--- src/rtl/xirq_pkg.sv ---
package xirq_pkg;
   localparam int unsigned WORD_W = 32;
   // software-visible byte offsets
   localparam logic [7:0] OFS_EN_SET = 8'h00;
   localparam logic [7:0] OFS_EN_CLR = 8'h04;
   localparam logic [7:0] OFS_MASK   = 8'h08;
   localparam logic [7:0] OFS_PEND   = 8'h0C;
   localparam logic [7:0] OFS_ACK    = 8'h10;
   localparam logic [7:0] OFS_MODE   = 8'h14;
   localparam logic [7:0] OFS_EDGE   = 8'h18;
   localparam logic [7:0] OFS_LVL    = 8'h1C;
   localparam logic [7:0] OFS_NMI    = 8'h24;
endpackage

--- src/rtl/xirq_sync.sv ---
module xirq_sync #(
   parameter int unsigned WIDTH  = 8,
   parameter int unsigned STAGES = 2
) (
   input  logic             clk,
   input  logic             rst_n,
   input  logic [WIDTH-1:0] din,
   output logic [WIDTH-1:0] dout
);
   localparam int unsigned LAST = STAGES - 1;

   if (STAGES < 2) begin : g_bad_stages
      $error("xirq_sync: STAGES must be at least 2");
   end

   logic [WIDTH-1:0] stg [STAGES];

   always_ff @(posedge clk or negedge rst_n) begin
      if (!rst_n) begin
         for (int s = 0; s < STAGES; s++) stg[s] <= '0;
      end else begin
         stg[0] <= din;
         for (int s = 1; s < STAGES; s++) stg[s] <= stg[s-1];
      end
   end

   assign dout = stg[LAST];
endmodule

--- src/rtl/xirq_sense.sv ---
module xirq_sense #(
   parameter int unsigned NUM_LINES = 8
) (
   input  logic                 clk,
   input  logic                 rst_n,
   input  logic [NUM_LINES-1:0] line_s,
   input  logic [NUM_LINES-1:0] mode,
   input  logic [NUM_LINES-1:0] edge_pol,
   input  logic [NUM_LINES-1:0] level_pol,
   output logic [NUM_LINES-1:0] evt
);
   logic [NUM_LINES-1:0] prev;

   always_ff @(posedge clk or negedge rst_n) begin
      if (!rst_n) prev <= '0;
      else        prev <= line_s;
   end

   for (genvar i = 0; i < NUM_LINES; i++) begin : g_line
      assign evt[i] = mode[i] ? (line_s[i] == level_pol[i])
                              : ((line_s[i] != prev[i]) && (line_s[i] == edge_pol[i]));
   end

   // an edge-sensed line cannot report in two consecutive cycles
   assert_edge_single_R4: assert property (@(posedge clk) disable iff (!rst_n)
      1'b1 |=> ((evt & ~mode & $past(evt & ~mode)) == '0));
endmodule

--- src/rtl/xirq_regs.sv ---
module xirq_regs
   import xirq_pkg::*;
#(
   parameter int unsigned NUM_LINES = 8,
   parameter int unsigned ADDR_W    = 8,
   parameter int unsigned NMI_LINE  = 0
) (
   input  logic                 clk,
   input  logic                 rst_n,
   input  logic                 bus_rd,
   input  logic                 bus_wr,
   input  logic [ADDR_W-1:0]    bus_addr,
   input  logic [WORD_W-1:0]    bus_wdata,
   output logic [WORD_W-1:0]    bus_rdata,
   input  logic [NUM_LINES-1:0] evt,
   output logic [NUM_LINES-1:0] mode,
   output logic [NUM_LINES-1:0] edge_pol,
   output logic [NUM_LINES-1:0] level_pol,
   output logic                 irq_out,
   output logic                 nmi_out
);
   logic [NUM_LINES-1:0] mask, pend, wbits, ack_bits;
   logic                 nmi_en;
   logic                 unused_wdata;

   function automatic logic hit(input logic [7:0] ofs);
      return bus_addr == ADDR_W'(ofs);
   endfunction

   assign wbits        = bus_wdata[NUM_LINES-1:0];
   assign unused_wdata = ^bus_wdata;
   assign ack_bits     = (bus_wr && hit(OFS_ACK)) ? wbits : '0;

   always_ff @(posedge clk or negedge rst_n) begin
      if (!rst_n) begin
         mask      <= '0;
         pend      <= '0;
         mode      <= '0;
         edge_pol  <= '0;
         level_pol <= '0;
         nmi_en    <= 1'b0;
      end else begin
         pend <= (pend & ~ack_bits) | evt;
         if (bus_wr) begin
            if (hit(OFS_EN_SET)) mask      <= mask | wbits;
            if (hit(OFS_EN_CLR)) mask      <= mask & ~wbits;
            if (hit(OFS_MODE))   mode      <= wbits;
            if (hit(OFS_EDGE))   edge_pol  <= wbits;
            if (hit(OFS_LVL))    level_pol <= wbits;
            if (hit(OFS_NMI))    nmi_en    <= bus_wdata[0];
         end
      end
   end

   always_ff @(posedge clk or negedge rst_n) begin
      if (!rst_n) begin
         bus_rdata <= '0;
      end else if (bus_rd) begin
         if      (hit(OFS_MASK)) bus_rdata <= WORD_W'(mask);
         else if (hit(OFS_PEND)) bus_rdata <= WORD_W'(pend);
         else if (hit(OFS_MODE)) bus_rdata <= WORD_W'(mode);
         else if (hit(OFS_EDGE)) bus_rdata <= WORD_W'(edge_pol);
         else if (hit(OFS_LVL))  bus_rdata <= WORD_W'(level_pol);
         else if (hit(OFS_NMI))  bus_rdata <= WORD_W'(nmi_en);
         else                    bus_rdata <= '0;
      end
   end

   assign irq_out = |(pend & mask);
   assign nmi_out = nmi_en & pend[NMI_LINE];

   assert_mask_set_R2: assert property (@(posedge clk) disable iff (!rst_n)
      (bus_wr && hit(OFS_EN_SET)) |=> ((mask & $past(wbits)) == $past(wbits)));
   assert_mask_clr_R2: assert property (@(posedge clk) disable iff (!rst_n)
      (bus_wr && hit(OFS_EN_CLR)) |=> ((mask & $past(wbits)) == '0));
   assert_mask_hold_R2: assert property (@(posedge clk) disable iff (!rst_n)
      !(bus_wr && (hit(OFS_EN_SET) || hit(OFS_EN_CLR))) |=> $stable(mask));
   assert_ack_clears_R3: assert property (@(posedge clk) disable iff (!rst_n)
      (bus_wr && hit(OFS_ACK)) |=> ((pend & $past(wbits & ~evt)) == '0));
   assert_pend_hold_R3: assert property (@(posedge clk) disable iff (!rst_n)
      (ack_bits == '0 && evt == '0) |=> $stable(pend));
   assert_event_wins_R6: assert property (@(posedge clk) disable iff (!rst_n)
      1'b1 |=> ((pend & $past(evt)) == $past(evt)));
endmodule

--- src/rtl/xirq_ctrl.sv ---
module xirq_ctrl
   import xirq_pkg::*;
#(
   parameter int unsigned NUM_LINES   = 8,
   parameter int unsigned ADDR_W      = 8,
   parameter int unsigned NMI_LINE    = 0,
   parameter int unsigned SYNC_STAGES = 2
) (
   input  logic                 clk,
   input  logic                 rst_n,
   input  logic [NUM_LINES-1:0] ext_in,
   input  logic                 bus_rd,
   input  logic                 bus_wr,
   input  logic [ADDR_W-1:0]    bus_addr,
   input  logic [31:0]          bus_wdata,
   output logic [31:0]          bus_rdata,
   output logic                 irq_out,
   output logic                 nmi_out
);
   if (NUM_LINES < 1 || NUM_LINES > WORD_W) begin : g_bad_lines
      $error("xirq_ctrl: NUM_LINES must be 1..32");
   end
   if (NMI_LINE >= NUM_LINES) begin : g_bad_nmi
      $error("xirq_ctrl: NMI_LINE must name a built line");
   end
   if (ADDR_W < 6) begin : g_bad_addr
      $error("xirq_ctrl: ADDR_W too small for register map");
   end

   logic [NUM_LINES-1:0] line_s, evt, mode, edge_pol, level_pol;

   xirq_sync #(.WIDTH(NUM_LINES), .STAGES(SYNC_STAGES)) u_sync (
      .clk(clk), .rst_n(rst_n), .din(ext_in), .dout(line_s));

   xirq_sense #(.NUM_LINES(NUM_LINES)) u_sense (
      .clk(clk), .rst_n(rst_n), .line_s(line_s), .mode(mode),
      .edge_pol(edge_pol), .level_pol(level_pol), .evt(evt));

   xirq_regs #(.NUM_LINES(NUM_LINES), .ADDR_W(ADDR_W), .NMI_LINE(NMI_LINE)) u_regs (
      .clk(clk), .rst_n(rst_n), .bus_rd(bus_rd), .bus_wr(bus_wr),
      .bus_addr(bus_addr), .bus_wdata(bus_wdata), .bus_rdata(bus_rdata),
      .evt(evt), .mode(mode), .edge_pol(edge_pol), .level_pol(level_pol),
      .irq_out(irq_out), .nmi_out(nmi_out));
endmodule

--- config.mk ---
export PLATFORM = sky130hd
export DESIGN_NAME = xirq_ctrl
export DESIGN_NICKNAME = d
export VERILOG_FILES = /design/src/rtl/xirq_pkg.sv /design/src/rtl/xirq_sync.sv /design/src/rtl/xirq_sense.sv /design/src/rtl/xirq_regs.sv /design/src/rtl/xirq_ctrl.sv
export SDC_FILE = /design/constraint.sdc
export NUM_CORES = 1
export LEC_CHECK = 0
export BUFFER_PORTS_ARGS = -buffer_cell sky130_fd_sc_hd__buf_4
export CELL_PAD_IN_SITES_DETAIL_PLACEMENT = 0
export CELL_PAD_IN_SITES_GLOBAL_PLACEMENT = 1
export CORE_ASPECT_RATIO = 1.75
export CORE_MARGIN = 4
export CORE_UTILIZATION = 43
export CTS_BUF_LIST = sky130_fd_sc_hd__clkbuf_4
export DETAILED_ROUTE_END_ITERATION = 10
export HOLD_SLACK_MARGIN = 0.12
export PLACE_DENSITY_LB_ADDON = 0.12
export SLEW_MARGIN = 5
export SYNTH_ARGS = -nofsm -noshare
export SYNTH_HDL_FRONTEND = slang
export SYNTH_SLANG_ARGS = --single-unit
--- constraint.sdc ---
create_clock -name clk -period 1.75 [get_ports clk]
set_input_delay 0.0875 -clock clk [delete_from_list [all_inputs] [get_ports clk]]
set_output_delay 0.0875 -clock clk [all_outputs]
set_load 0.01 [all_outputs]
-- After elaboration in Yosys (flattened, before gate mapping)
Cells that the tools add are included.
- eq/ne operators: 32
- mux-type cells: 17
- bitwise logic cells: 8
- reductions and logical operators: 17
- operators with widths (operator ; count):
    two-way mux 32 bit ; 5
    equality test 8 x 5 -> 1 bit, second input constant ; 4
    AND 8 bit ; 3
    two-way mux 8 bit ; 3
    equality test 1 bit ; 16
    equality test 8 x 4 -> 1 bit, second input constant ; 2
    NOT 8 bit ; 2
    bitwise OR 8 bit ; 2
    AND reduction 2 bit ; 5
    logical AND 1 bit ; 9
    two-way mux 1 bit ; 9
    equality test 8 x 3 -> 1 bit, second input constant ; 1
    equality test 8 x 6 -> 1 bit, second input constant ; 1
    zero test 8 bit ; 1
    inequality test 1 bit ; 8
    OR reduction 8 bit ; 1
    nonzero test 2 bit ; 1
    AND 1 bit ; 1
- register bits after elaboration: 97
- input bits: 52
- output and inout port bits: 34
- word-level logic and storage cells: 84

-- Longest topological paths before layout
Gate-level depths: netlist (run 1).
- depth in word-level cells: 7
- gate-level depth with buffers: 7
- depth with buffers taken out: 4

-- Cells and area by module
From an unflattened synthesis (run 1), not the netlist that was laid out.
- cell total of the unflattened synthesis: 297
- area, all modules: 3554.7 sq um
- by module, submodules not included (module ; times used ; cells each ; area each (sq um)):
    xirq_regs ; 1 ; 225 ; 2563.7
    xirq_sense ; 1 ; 48 ; 530.5
    xirq_sync ; 1 ; 24 ; 460.4

-- Worst setup path before layout (run 1)
OpenSTA, ideal clock, no wires.
- kind: input to register
- start point: in bus_addr[3]
- end point: reg u_regs.bus_rdata[4]
- library setup time: 0.126 ns
- arrival: 1.194 ns
- required time: 1.624 ns
- slack: 0.430 ns
- stages on the path: 6
- buffers on the path: 2
- cells stage by stage: buf_2 > buf_6 > mux2_2 > a22oi_1 > o22ai_1 > a221o_1
- word-level cells in the longest chain between the ends: 6
- ends and longest elaborated chain (item ; line ; text):
    start: declaration ; xirq_ctrl.sv:14 ; input logic [ADDR_W-1:0] bus_addr,
    equality test 8 x 5 -> 1 bit ; xirq_regs.sv:27 ; return bus_addr == ADDR_W'(ofs);
    two-way mux 32 bit ; xirq_regs.sv:63 ; else if (hit(OFS_LVL)) bus_rdata <= WORD_W'(level_pol);
    two-way mux 32 bit ; xirq_regs.sv:62 ; else if (hit(OFS_EDGE)) bus_rdata <= WORD_W'(edge_pol);
    two-way mux 32 bit ; xirq_regs.sv:61 ; else if (hit(OFS_MODE)) bus_rdata <= WORD_W'(mode);
    two-way mux 32 bit ; xirq_regs.sv:60 ; else if (hit(OFS_PEND)) bus_rdata <= WORD_W'(pend);
    two-way mux 32 bit (*) ; xirq_regs.sv:59 ; if (hit(OFS_MASK)) bus_rdata <= WORD_W'(mask);
    end signal: assignment ; xirq_regs.sv:59 ;
    end signal: assignment ; xirq_regs.sv:60 ;
    end signal: assignment ; xirq_regs.sv:61 ;
    end: declaration ; xirq_regs.sv:14 ; output logic [WORD_W-1:0] bus_rdata,
Mark *: on every way between the ends. The rest lies on a longest branch, timed or not.
A chain may end at the register's enable or synchronous reset.

-- Worst setup path after layout (run 1)
- start point: in bus_addr[6]
- end point: reg u_regs.nmi_en
- word-level cells in the longest chain between the ends: 2
- ends and longest elaborated chain (item ; line ; text):
    equality test 8 x 6 -> 1 bit ; xirq_regs.sv:27 ;
    AND reduction 2 bit (no source line) ; -- ;
    end signal: assignment ; xirq_regs.sv:50 ; if (hit(OFS_NMI)) nmi_en <= bus_wdata[0];
    end: declaration ; xirq_regs.sv:23 ; logic nmi_en;
Every way passes these cells.

==> results of run 1 <==
-- through the flow --
step	std cells	instance area, um^2	hold slack [ps]
2_1_floorplan	315	3520	-208
3_3_place_gp	413	3730	98.1
3_5_place_dp	413	3730	105
4_1_cts	452	4100	136
5_1_grt	452	4110	176
6_report	452	4110	180
-- worst max-delay path: cells and delay by family --
family	cells	cell delay (ps)
multiplexers	1	270
AND/OR/NAND/NOR	2	220
buffers and inverters	4	1410
-- final cells by class --
class,count,area (um^2)
Timing Repair Buffer,71,606
Tap cell,88,110
Sequential cell,73,1830
Clock buffer,12,90.1
Inverter,14,52.6
Clock inverter,3,42.5
Multi-Input combinational cell,191,1390
Fill cell,725,3560
-- repair_timing --
item                       in CTS  in global routing
setup endpoints to repair       0                  2
hold buffers                   24                  0
hold endpoints to repair      123                  0
resized for setup               0                  2
-- kinds of logic (layout without fill, tap and decap cells) --
kind of cell / after synthesis / count (layout)
buf+inv: 51 / 100
simple gates: 58 / 58
compound gates: 75 / 75
mux: 34 / 34
other cells: 1 / 24
flops: 73 / 73
-- cells in the mapped netlist (all sizes together), types with 2 or more instances --
cell	instances
dfrtp	73
buf	34
mux2	32
a21oi	25
inv	14
nand2	11
nor2	11
a22oi	10
nor3b	10
a21o	8
a221oi	8
a31oi	8
a221o	7
o22ai	6
and4b	3
nand3	3
and2	2
and3	2
and4	2
clkbuf	2
mux2i	2
nand2b	2
nand4	2
nor3	2
nor4	2
nor4b	2
-- routing by layer --
layer	vias to the layer above	routed length, um
met5	-	0
met4	0	142
met3	12	467
met2	84	3900
met1	1201	3290
li1	1164	-
-- final timing paths --
check                                     from                  end  slack [ps]  depth (start not counted)
worst max-delay path               bus_addr[6]        u_regs.nmi_en          60                          7
worst min-delay path                     rst_n      u_sense.prev[0]         180                          2
max in group asynchronous                rst_n       u_regs.pend[2]         910                          3
worst min register to register  u_sync.stg[14]       u_sync.dout[6]         350                          0
min in group clk                   bus_addr[5]  u_regs.bus_rdata[0]         210                          4
worst max register to register  u_regs.pend[0]  u_regs.bus_rdata[0]         110                          4
-- report_power, final --
| part | leakage, nW | switching [mW] | internal (mW) |
|---|---|---|---|
| Sequential | 0.913 | 0.0595 | 1.76 |
| Combinational | 0.851 | 0.189 | 0.180 |
| Clock | 0.0734 | 0.559 | 0.476 |
| Total | 1.84 | 0.807 | 2.41 |
==> impl_metrics.ini, run 1 <==
[outcome]
status = complete, no violations

[power_and_ir_drop]
power_leakage_nw = 1.84
power.total_mw = 3.22
ir_worst_vdd_mv = 0.405
p_per_area_mw_per_mm2 = 783

[clocking]
cts_tree = done
numClockSinks = 73
cts_buffers = 9
htreeDepth = 3
insertion_delay_ps = 410
cts_buffer_depth = 2
post-cts-setup-buffer-count = 0
clockRootBuffer = clkbuf_4
clk_pin_slew_ps = 120

[synthesis]
seq_area_frac_synth_pct = 53.1
synth.largest_area_cell = dfrtp_1
postSynthCellCount = 292
mappedNetlistArea_mm2 = 0.00344
avgSynthCellArea_um2 = 11.8
synth-simple-area-share_pct = 11.3
synth.top_cells.by_area = dfrtp_1, mux2_2, buf_4
synth_top_family_by_area = compound AO/OA/AOI/OAI gates
synth_edf_count = 0
synth.top_cell.area_share_pct = 53.1
synth_seq_cells = 73
synth-compound-area-share_pct = 15.0
yosys_warnings = 0
synth-xor-area-share_pct = 0
yosys_most_used_dff = dfrtp_1
async_reset_ff_share_pct = 100
synthMuxAreaShare_pct = 11.1
synthAdderAreaFrac_pct = 0
ys_types = 47

[timing]
hold_viol = 0
max_slew_margin_pct = 64.3
tightest_slew_ps = 535
min_period_ps = 1690
finalCritPeriodShare_pct = 96.5
fin_setup_tns_ps = 0
grt_setup_unrepaired = no
fmaxAchievable_ghz = 0.592
slew_viol_final = 0
setup_ws_ps = 61.4
clock-skew-final_ps = 16.3
finalSetupViolCount = 0

[global_routing]
grtUsageMet1_pct = 22.8
met2_usage_pct = 27.9
grt_pass1_vias = 2407
grt_antenna_before_repair = 0
grt_max_degree = 41
grt_busiest_layer = met2
grt_first_pass_wirelength_um = 12300
grt_overflow = 0
grt_use_total_pct = 17.4
grt_use_met3_pct = 3.56

[route]
drtIter0Drc = 200
drcViolationCount = 0
dr.pass1.iters = 4
drt_wl_total_um = 7800
ant_nets = 0
wire_per_inst_um = 17.3
viasPerCell = 5.44
vias = 2461

[floorplanning]
initial_utilization_pct = 44.8
num_rows = 42
die-height_um = 126
ios = 86
die_w_um = 75.6
die_area_mm2 = 0.00955
core-area_mm2 = 0.00767

[placement]
place_ws_ps = 211
port_buffers = 37
dp_hpwl_um = 5210
routabilityCongestion = 0.792

[critical_path]
crit_path_end_kind = flop
cp.required_ps = 2060
max_stage_delay_ps = 590
crit_type = in -> reg
arrival_ps = 2000
worst-path-max-fanout = 2
path_cells = dlygate4sd3_1 > buf_4 > nor3_2 > buf_4 > nand4_1 > dlygate4sd3_1 > mux2_2
critPathSlowestCell = dlygate4sd3_1
worstSetupStartpointType = primary input

[finish]
antennaDiodeCount = 0
drive_above_1_share_pct = 25.0
nets = 412
syn_to_final_growth_pct = 19.6
final_common_cell = dfrtp_1
final_util_pct = 53.6
final_cell_mix = dfrtp_1, buf_4, a21oi_1, conb_1, dlygate4sd3_1

[hold_path]
hold_class = in -> async

[run]
cap_viol_max_count = 0
Note: power is estimated with default switching activity, not from simulation.
==> run 2, diff against run 1 <==
--- a/config.mk
+++ b/config.mk
@@ -14,7 +14,7 @@
 export CTS_BUF_LIST = sky130_fd_sc_hd__clkbuf_4
 export DETAILED_ROUTE_END_ITERATION = 10
 export HOLD_SLACK_MARGIN = 0.12
-export PLACE_DENSITY_LB_ADDON = 0.12
+export PLACE_DENSITY = 0.84
 export SLEW_MARGIN = 5
 export SYNTH_ARGS = -nofsm -noshare
 export SYNTH_HDL_FRONTEND = slang
==> run 2 against run 1 <==
  * Clock skew is 7.6 ps higher
  * Utilization down 0.42 points
  * Hold slack worse by 21 ps
  * Largest power group unchanged
  * Largest cell class unchanged
  * Flip-flop and latch count is the same
  * Setup slack better by 35 ps
  * Sequential power about the same
  * Critical endpoint unchanged
==> impl_metrics.ini, run 2 (same netlist as run 1, synthesis figures left out) <==
[route]
top_layer_used = met4
vias = 2471
drcViolationCount = 0
ant_nets = 0
dr_wl_met3_um = 536
wl_met1_um = 2830
drt_wl_total_um = 7530
wire_per_inst_um = 16.8
drtIter0Drc = 141
dr.pass1.iters = 4
viasPerCell = 5.50
wl_met2_um = 3840

[outcome]
status = complete, no violations

[finish]
drive_above_1_share_pct = 23.3
final_cells = 449
syn_to_final_growth_pct = 18.7
nets = 408
final_common_cell = dfrtp_1
final_cell_mix = dfrtp_1, buf_4, a21oi_1, dlygate4sd3_1, conb_1
antennaDiodeCount = 0

[critical_path]
r2r_slack_ps = 380
arrival_ps = 1970
r2r_cells = 4
crit_type = in -> reg
r2r-start = u_regs.mode[4]
cp-startpoint = bus_addr[7]
cp.required_ps = 2070
crit_path_end_kind = flop
worst-path-max-fanout = 3
worstSetupStartpointType = primary input
worst_r2r_endpoint = u_regs.bus_rdata[4]

[clocking]
numClockSinks = 73
insertion_delay_ps = 420
clockRootBuffer = clkbuf_4
cts_tree = done
cts_buffers = 9
clk_pin_slew_ps = 120
htreeDepth = 3
cts_buffer_depth = 2

[run]
cap_viol_max_count = 0

[hold_path]
min_from = bus_addr[4]
holdPathEnd = u_regs.bus_rdata[0]
hold_class = in -> reg
hold_path_depth = 5

[floorplanning]
die-height_um = 126
ios = 86
core-area_mm2 = 0.00767
num_rows = 42
initial_utilization_pct = 44.8
die_w_um = 75.6
die_area_mm2 = 0.00955

[timing]
whs_ps = 159
grt_setup_unrepaired = no
tightest_slew_ps = 582
fmaxAchievable_ghz = 0.605
min_period_ps = 1650
clock-skew-final_ps = 23.9
max_slew_margin_pct = 61.2
slew_viol_final = 0
finalSetupViolCount = 0
hold_viol = 0
fin_setup_tns_ps = 0
finalCritPeriodShare_pct = 94.5
setup_ws_ps = 96.4

[global_routing]
grt_use_total_pct = 17.0
grt_pass1_vias = 2487
grt_max_degree = 46
grt_first_pass_wirelength_um = 12100
grt_antenna_before_repair = 0
grt_overflow = 0

[placement]
routabilityCongestion = 0.847
place_inst = 408
port_buffers = 37
dp_hpwl_um = 5200
place_ws_ps = 211

[power_and_ir_drop]
p_per_area_mw_per_mm2 = 784
power_leakage_nw = 1.82
ir_worst_vdd_mv = 0.542
run 2: cell types whose count changed in the layout (fill, tap and decap cells not counted):
cell and change:
clkinv_4 +1, dlygate4sd3_1 +1, buf_4 -5, clkbuf_4 -2, clkinv_1 +2, a311oi_1 +1, a311oi_2 -1
run 2: final cells by class:
cell class / instances / area (um^2)
clock buffers: 10 / 75.1
clock inverters: 6 / 58.8
fillers: 696 / 3590
inverters: 14 / 52.6
multi-input cells: 191 / 1380
flip-flops and latches: 73 / 1830
well taps: 88 / 110
repair buffers: 67 / 578
run 2: metal layers:
layer / track usage (%) / vias to the layer above
met3: 5.15 / 21
met5: 0 / -
met4: 8.24 / 0
li1: - / 1157
met1: 20.5 / 1205
met2: 26.9 / 88
run 2: critical path, cell delays in order:
cell and delay [ps]:
dlygate4sd3_1 530, buf_4 140, nor3_2 230, nand4_1 120, dlygate4sd3_1 590, mux2_2 270
run 2: how the worst max path moves through the flow:
stage                                      to  depth (start not counted)
after floorplan           u_regs.bus_rdata[4]                          6
after global placement    u_regs.level_pol[2]                          5
after detailed placement  u_regs.bus_rdata[0]                          5
after CTS                       u_regs.nmi_en                          6
after global routing            u_regs.nmi_en                          6
final                           u_regs.nmi_en                          6
run 2: where the power goes:
group	leakage (nW)	internal, mW	total (mW)	switching [mW]
clock network	0.0715	0.442	1.01	0.571
logic	0.831	0.178	0.366	0.188
registers	0.913	1.76	1.82	0.0600
total	1.82	2.38	3.20	0.819
run 2: through the flow:
step	area [um^2]	power, mW	util (%)
detailed placement	3690	2.18	48.1
global placement	3690	2.16	48.1
finish	4080	3.20	53.2
CTS	4080	3.25	53.1
floorplan	3520	2.05	-
global route	4080	3.38	53.2
run 2: what timing repair did:
item,CTS,global route
hold buffers,25,0
setup endpoints to repair,0,1
endpoints found under the hold margin,126,0
setup buffers,0,0
gates resized for setup,0,1
==> run 3, diff against run 2 <==
--- a/config.mk
+++ b/config.mk
@@ -10,12 +10,13 @@
 export CELL_PAD_IN_SITES_GLOBAL_PLACEMENT = 1
 export CORE_ASPECT_RATIO = 1.75
 export CORE_MARGIN = 4
-export CORE_UTILIZATION = 43
+export CORE_UTILIZATION = 44
 export CTS_BUF_LIST = sky130_fd_sc_hd__clkbuf_4
 export DETAILED_ROUTE_END_ITERATION = 10
 export HOLD_SLACK_MARGIN = 0.12
-export PLACE_DENSITY = 0.84
+export PLACE_DENSITY = 0.85
 export SLEW_MARGIN = 5
 export SYNTH_ARGS = -nofsm -noshare
 export SYNTH_HDL_FRONTEND = slang
+export SYNTH_HIERARCHICAL = 1
 export SYNTH_SLANG_ARGS = --single-unit
==> run 3 against run 2 <==
  * Final area increased by 5.5%
  * Combinational power increased by 20%
  * Fmax decreased by 4.4%
  * Register-to-register slack improved by 200 ps
  * Utilization increased by 1.2 points
  * Cell count increased by 3.3%
  * Flip-flop and latch count unchanged
  * First-iteration DRC count increased by 38%
  * Synthesized cell count increased by 1.7%
  * Die area increased by 0.95%
  * Count of clock-buffer cells in the layout decreased by 1
==> impl_metrics.ini, run 3 <==
[outcome]
status = complete, no violations

[critical_path]
cp-startpoint = bus_addr[1]
worst-path-max-fanout = 5
r2r-start = u_regs/mode[3]
worst_r2r_endpoint = u_regs/pend[3]
cp.depth = 6
crit_type = in -> reg
crit_top_cell = buf_4
cp_num_buf_inv = 3
cp.required_ps = 2070
max_stage_delay_ps = 550
worstSetupStartpointType = primary input
critPathSlowestCell = dlygate4sd3_1
cp-endpoint = u_regs/level_pol[1]
r2r_slack_ps = 580
path_cells = dlygate4sd3_1 > buf_4 > or3b_4 > or3_1 > buf_4 > mux2_4
critical_path.top_delay_family = buffers and inverters
arrival_ps = 2050
crit_path_end_kind = flop
r2r_cells = 3

[timing]
grt_setup_unrepaired = no
fmaxAchievable_ghz = 0.578
slew_viol_final = 0
finalCritPeriodShare_pct = 98.8
min_period_ps = 1730
max_slew_margin_pct = 37.9
hold_viol = 0
tightest_slew_ps = 928
finalSetupViolCount = 0
clock-skew-final_ps = 17.1
setup_ws_ps = 20.5

[synthesis]
synthAdderAreaFrac_pct = 0
synth.largest_area_cell = dfrtp_1
synth.top_cell.area_share_pct = 51.4
yosys_warnings = 6
mappedNetlistArea_mm2 = 0.00355
ys_top_cells_by_count = dfrtp_1, buf_4, nand2_1
yosysMostFrequentCell = dfrtp_1
synth-xor-area-share_pct = 0
synth.top_cells.by_area = dfrtp_1, buf_4, mux2_4
synth-simple-area-share_pct = 11.5
ys_types = 38
seq_area_frac_synth_pct = 51.4
yosys_most_used_dff = dfrtp_1
synth_top_family_by_area = compound AO/OA/AOI/OAI gates
postSynthCellCount = 297
avgSynthCellArea_um2 = 12.0
synthMuxAreaShare_pct = 12.1
async_reset_ff_share_pct = 100
synth_edf_count = 0
synth-compound-area-share_pct = 15.8
synth_seq_cells = 73

[power_and_ir_drop]
power_leakage_nw = 2.00
seqPwrFrac_pct = 53.5
intPower_mw = 2.57
p_clk_share_pct = 33.6
ir_worst_vdd_mv = 0.348
p_per_area_mw_per_mm2 = 796
p_comb_share_pct = 12.8
p_sw_share_pct = 25.0
power.switching_mw = 0.855

[hold_path]
hold_class = in -> reg
hold_path_depth = 4

[global_routing]
grt_antenna_before_repair = 0
grt_use_total_pct = 17.1
grt_overflow = 0
grt_max_degree = 53
grt_pass1_vias = 2624
grt_first_pass_wirelength_um = 13000

[finish]
syn_to_final_growth_pct = 21.1
multi_input_area_mm2 = 0.00150
final_util_pct = 54.4
nets = 421
final_common_cell = dfrtp_1
antennaDiodeCount = 0
drive_above_1_share_pct = 28.1
register_area_mm2 = 0.00183
fillers = 696
final_cell_mix = dfrtp_1, buf_4, dlygate4sd3_1, conb_1, nand2_1

[clocking]
post-cts-setup-buffer-count = 0
clockRootBuffer = clkbuf_4
insertion_delay_ps = 430
cts_buffers = 9
clk_pin_slew_ps = 110
cts_tree = done
htreeDepth = 3
numClockSinks = 73
cts_buffer_depth = 2

[floorplanning]
core-area_mm2 = 0.00791
die_w_um = 75.9
die_area_mm2 = 0.00964
initial_utilization_pct = 44.9
ios = 86
die-height_um = 127
num_rows = 43

[route]
dr.pass1.iters = 4
drt_wl_total_um = 7830
ant_nets = 0
viasPerCell = 5.48
drtIter0Drc = 195
wire_per_inst_um = 16.9
drcViolationCount = 0
vias = 2545

[placement]
port_buffers = 37
dp_hpwl_um = 5170
routabilityCongestion = 0.794
place_ws_ps = -60.1

[run]
cap_viol_max_count = 0
-- run 3: worst reg2reg max path: cells and delay by family (launching register included) --
family / cells / cell delay, ps
AND/OR/NAND/NOR: 1 / 160
flip-flops: 1 / 450
AO/OA/AOI/OAI: 2 / 450
-- run 3: power groups by stage --
stage / Combinational (mW) / Clock, mW / Sequential, mW
2_1_floorplan: 0.262 / 0 / 1.85
3_3_place_gp: 0.378 / 0 / 1.86
3_5_place_dp: 0.388 / 0 / 1.87
4_1_cts: 0.440 / 1.19 / 1.83
5_1_grt: 0.484 / 1.26 / 1.85
6_report: 0.440 / 1.15 / 1.83
-- run 3: metal layers --
metal  track usage [%]  share of wire (%)  vias up
met5                 0                  0        -
met4              10.5                4.1        0
met3              4.40                5.9       26
met2              27.9                 51       98
met1              20.0                 39     1238
li1                  -                  -     1183
-- run 3: through the flow --
step / std cells / hold slack (ps) / total power, mW / instance area [um^2] / TNS, ps
final: 464 / 148 / 3.43 / 4300 / 0
after global routing: 464 / 146 / 3.59 / 4300 / 0
after CTS: 464 / 121 / 3.46 / 4300 / 0
after detailed placement: 418 / -2.44 / 2.26 / 3840 / -432
after global placement: 418 / -3.06 / 2.24 / 3840 / -65.4
after floorplan: 320 / -208 / 2.11 / 3640 / 0
-- run 3: kinds of logic (layout without fill, tap and decap cells) --
group	Yosys count	count (layout)
AO/OA/AOI/OAI	77	77
buffers and inverters	46	100
flip-flops	73	73
multiplexers	34	34
other	1	24
AND/OR/NAND/NOR	66	66
-- run 3: final cells by class --
type                       instances  share of cell area [%]
clock buffer                       9                    1.57
clock inverter                     7                    1.98
inverter                           2                   0.174
multi-input combinational        201                    34.9
sequential                        73                    42.4
tap                               90                    2.62
timing repair buffer              82                    16.3
-- run 3: worst min path at each step --
stage	slack (ps)	end	from
2_1_floorplan	-210	async pin	rst_n
3_3_place_gp	-3	u_sense/prev[5]	rst_n
3_5_place_dp	-2	u_regs/level_pol[3]	rst_n
4_1_cts	120	u_regs/bus_rdata[0]	bus_addr[5]
5_1_grt	150	u_regs/bus_rdata[0]	bus_addr[5]
6_report	150	u_regs/bus_rdata[0]	bus_addr[5]
-- run 3: repair_timing --
item                                   in CTS  in global routing
setup endpoints to repair                   0                 13
endpoints found under the hold margin     130                  0
hold buffers                               30                  0
resized for setup                           0                  2
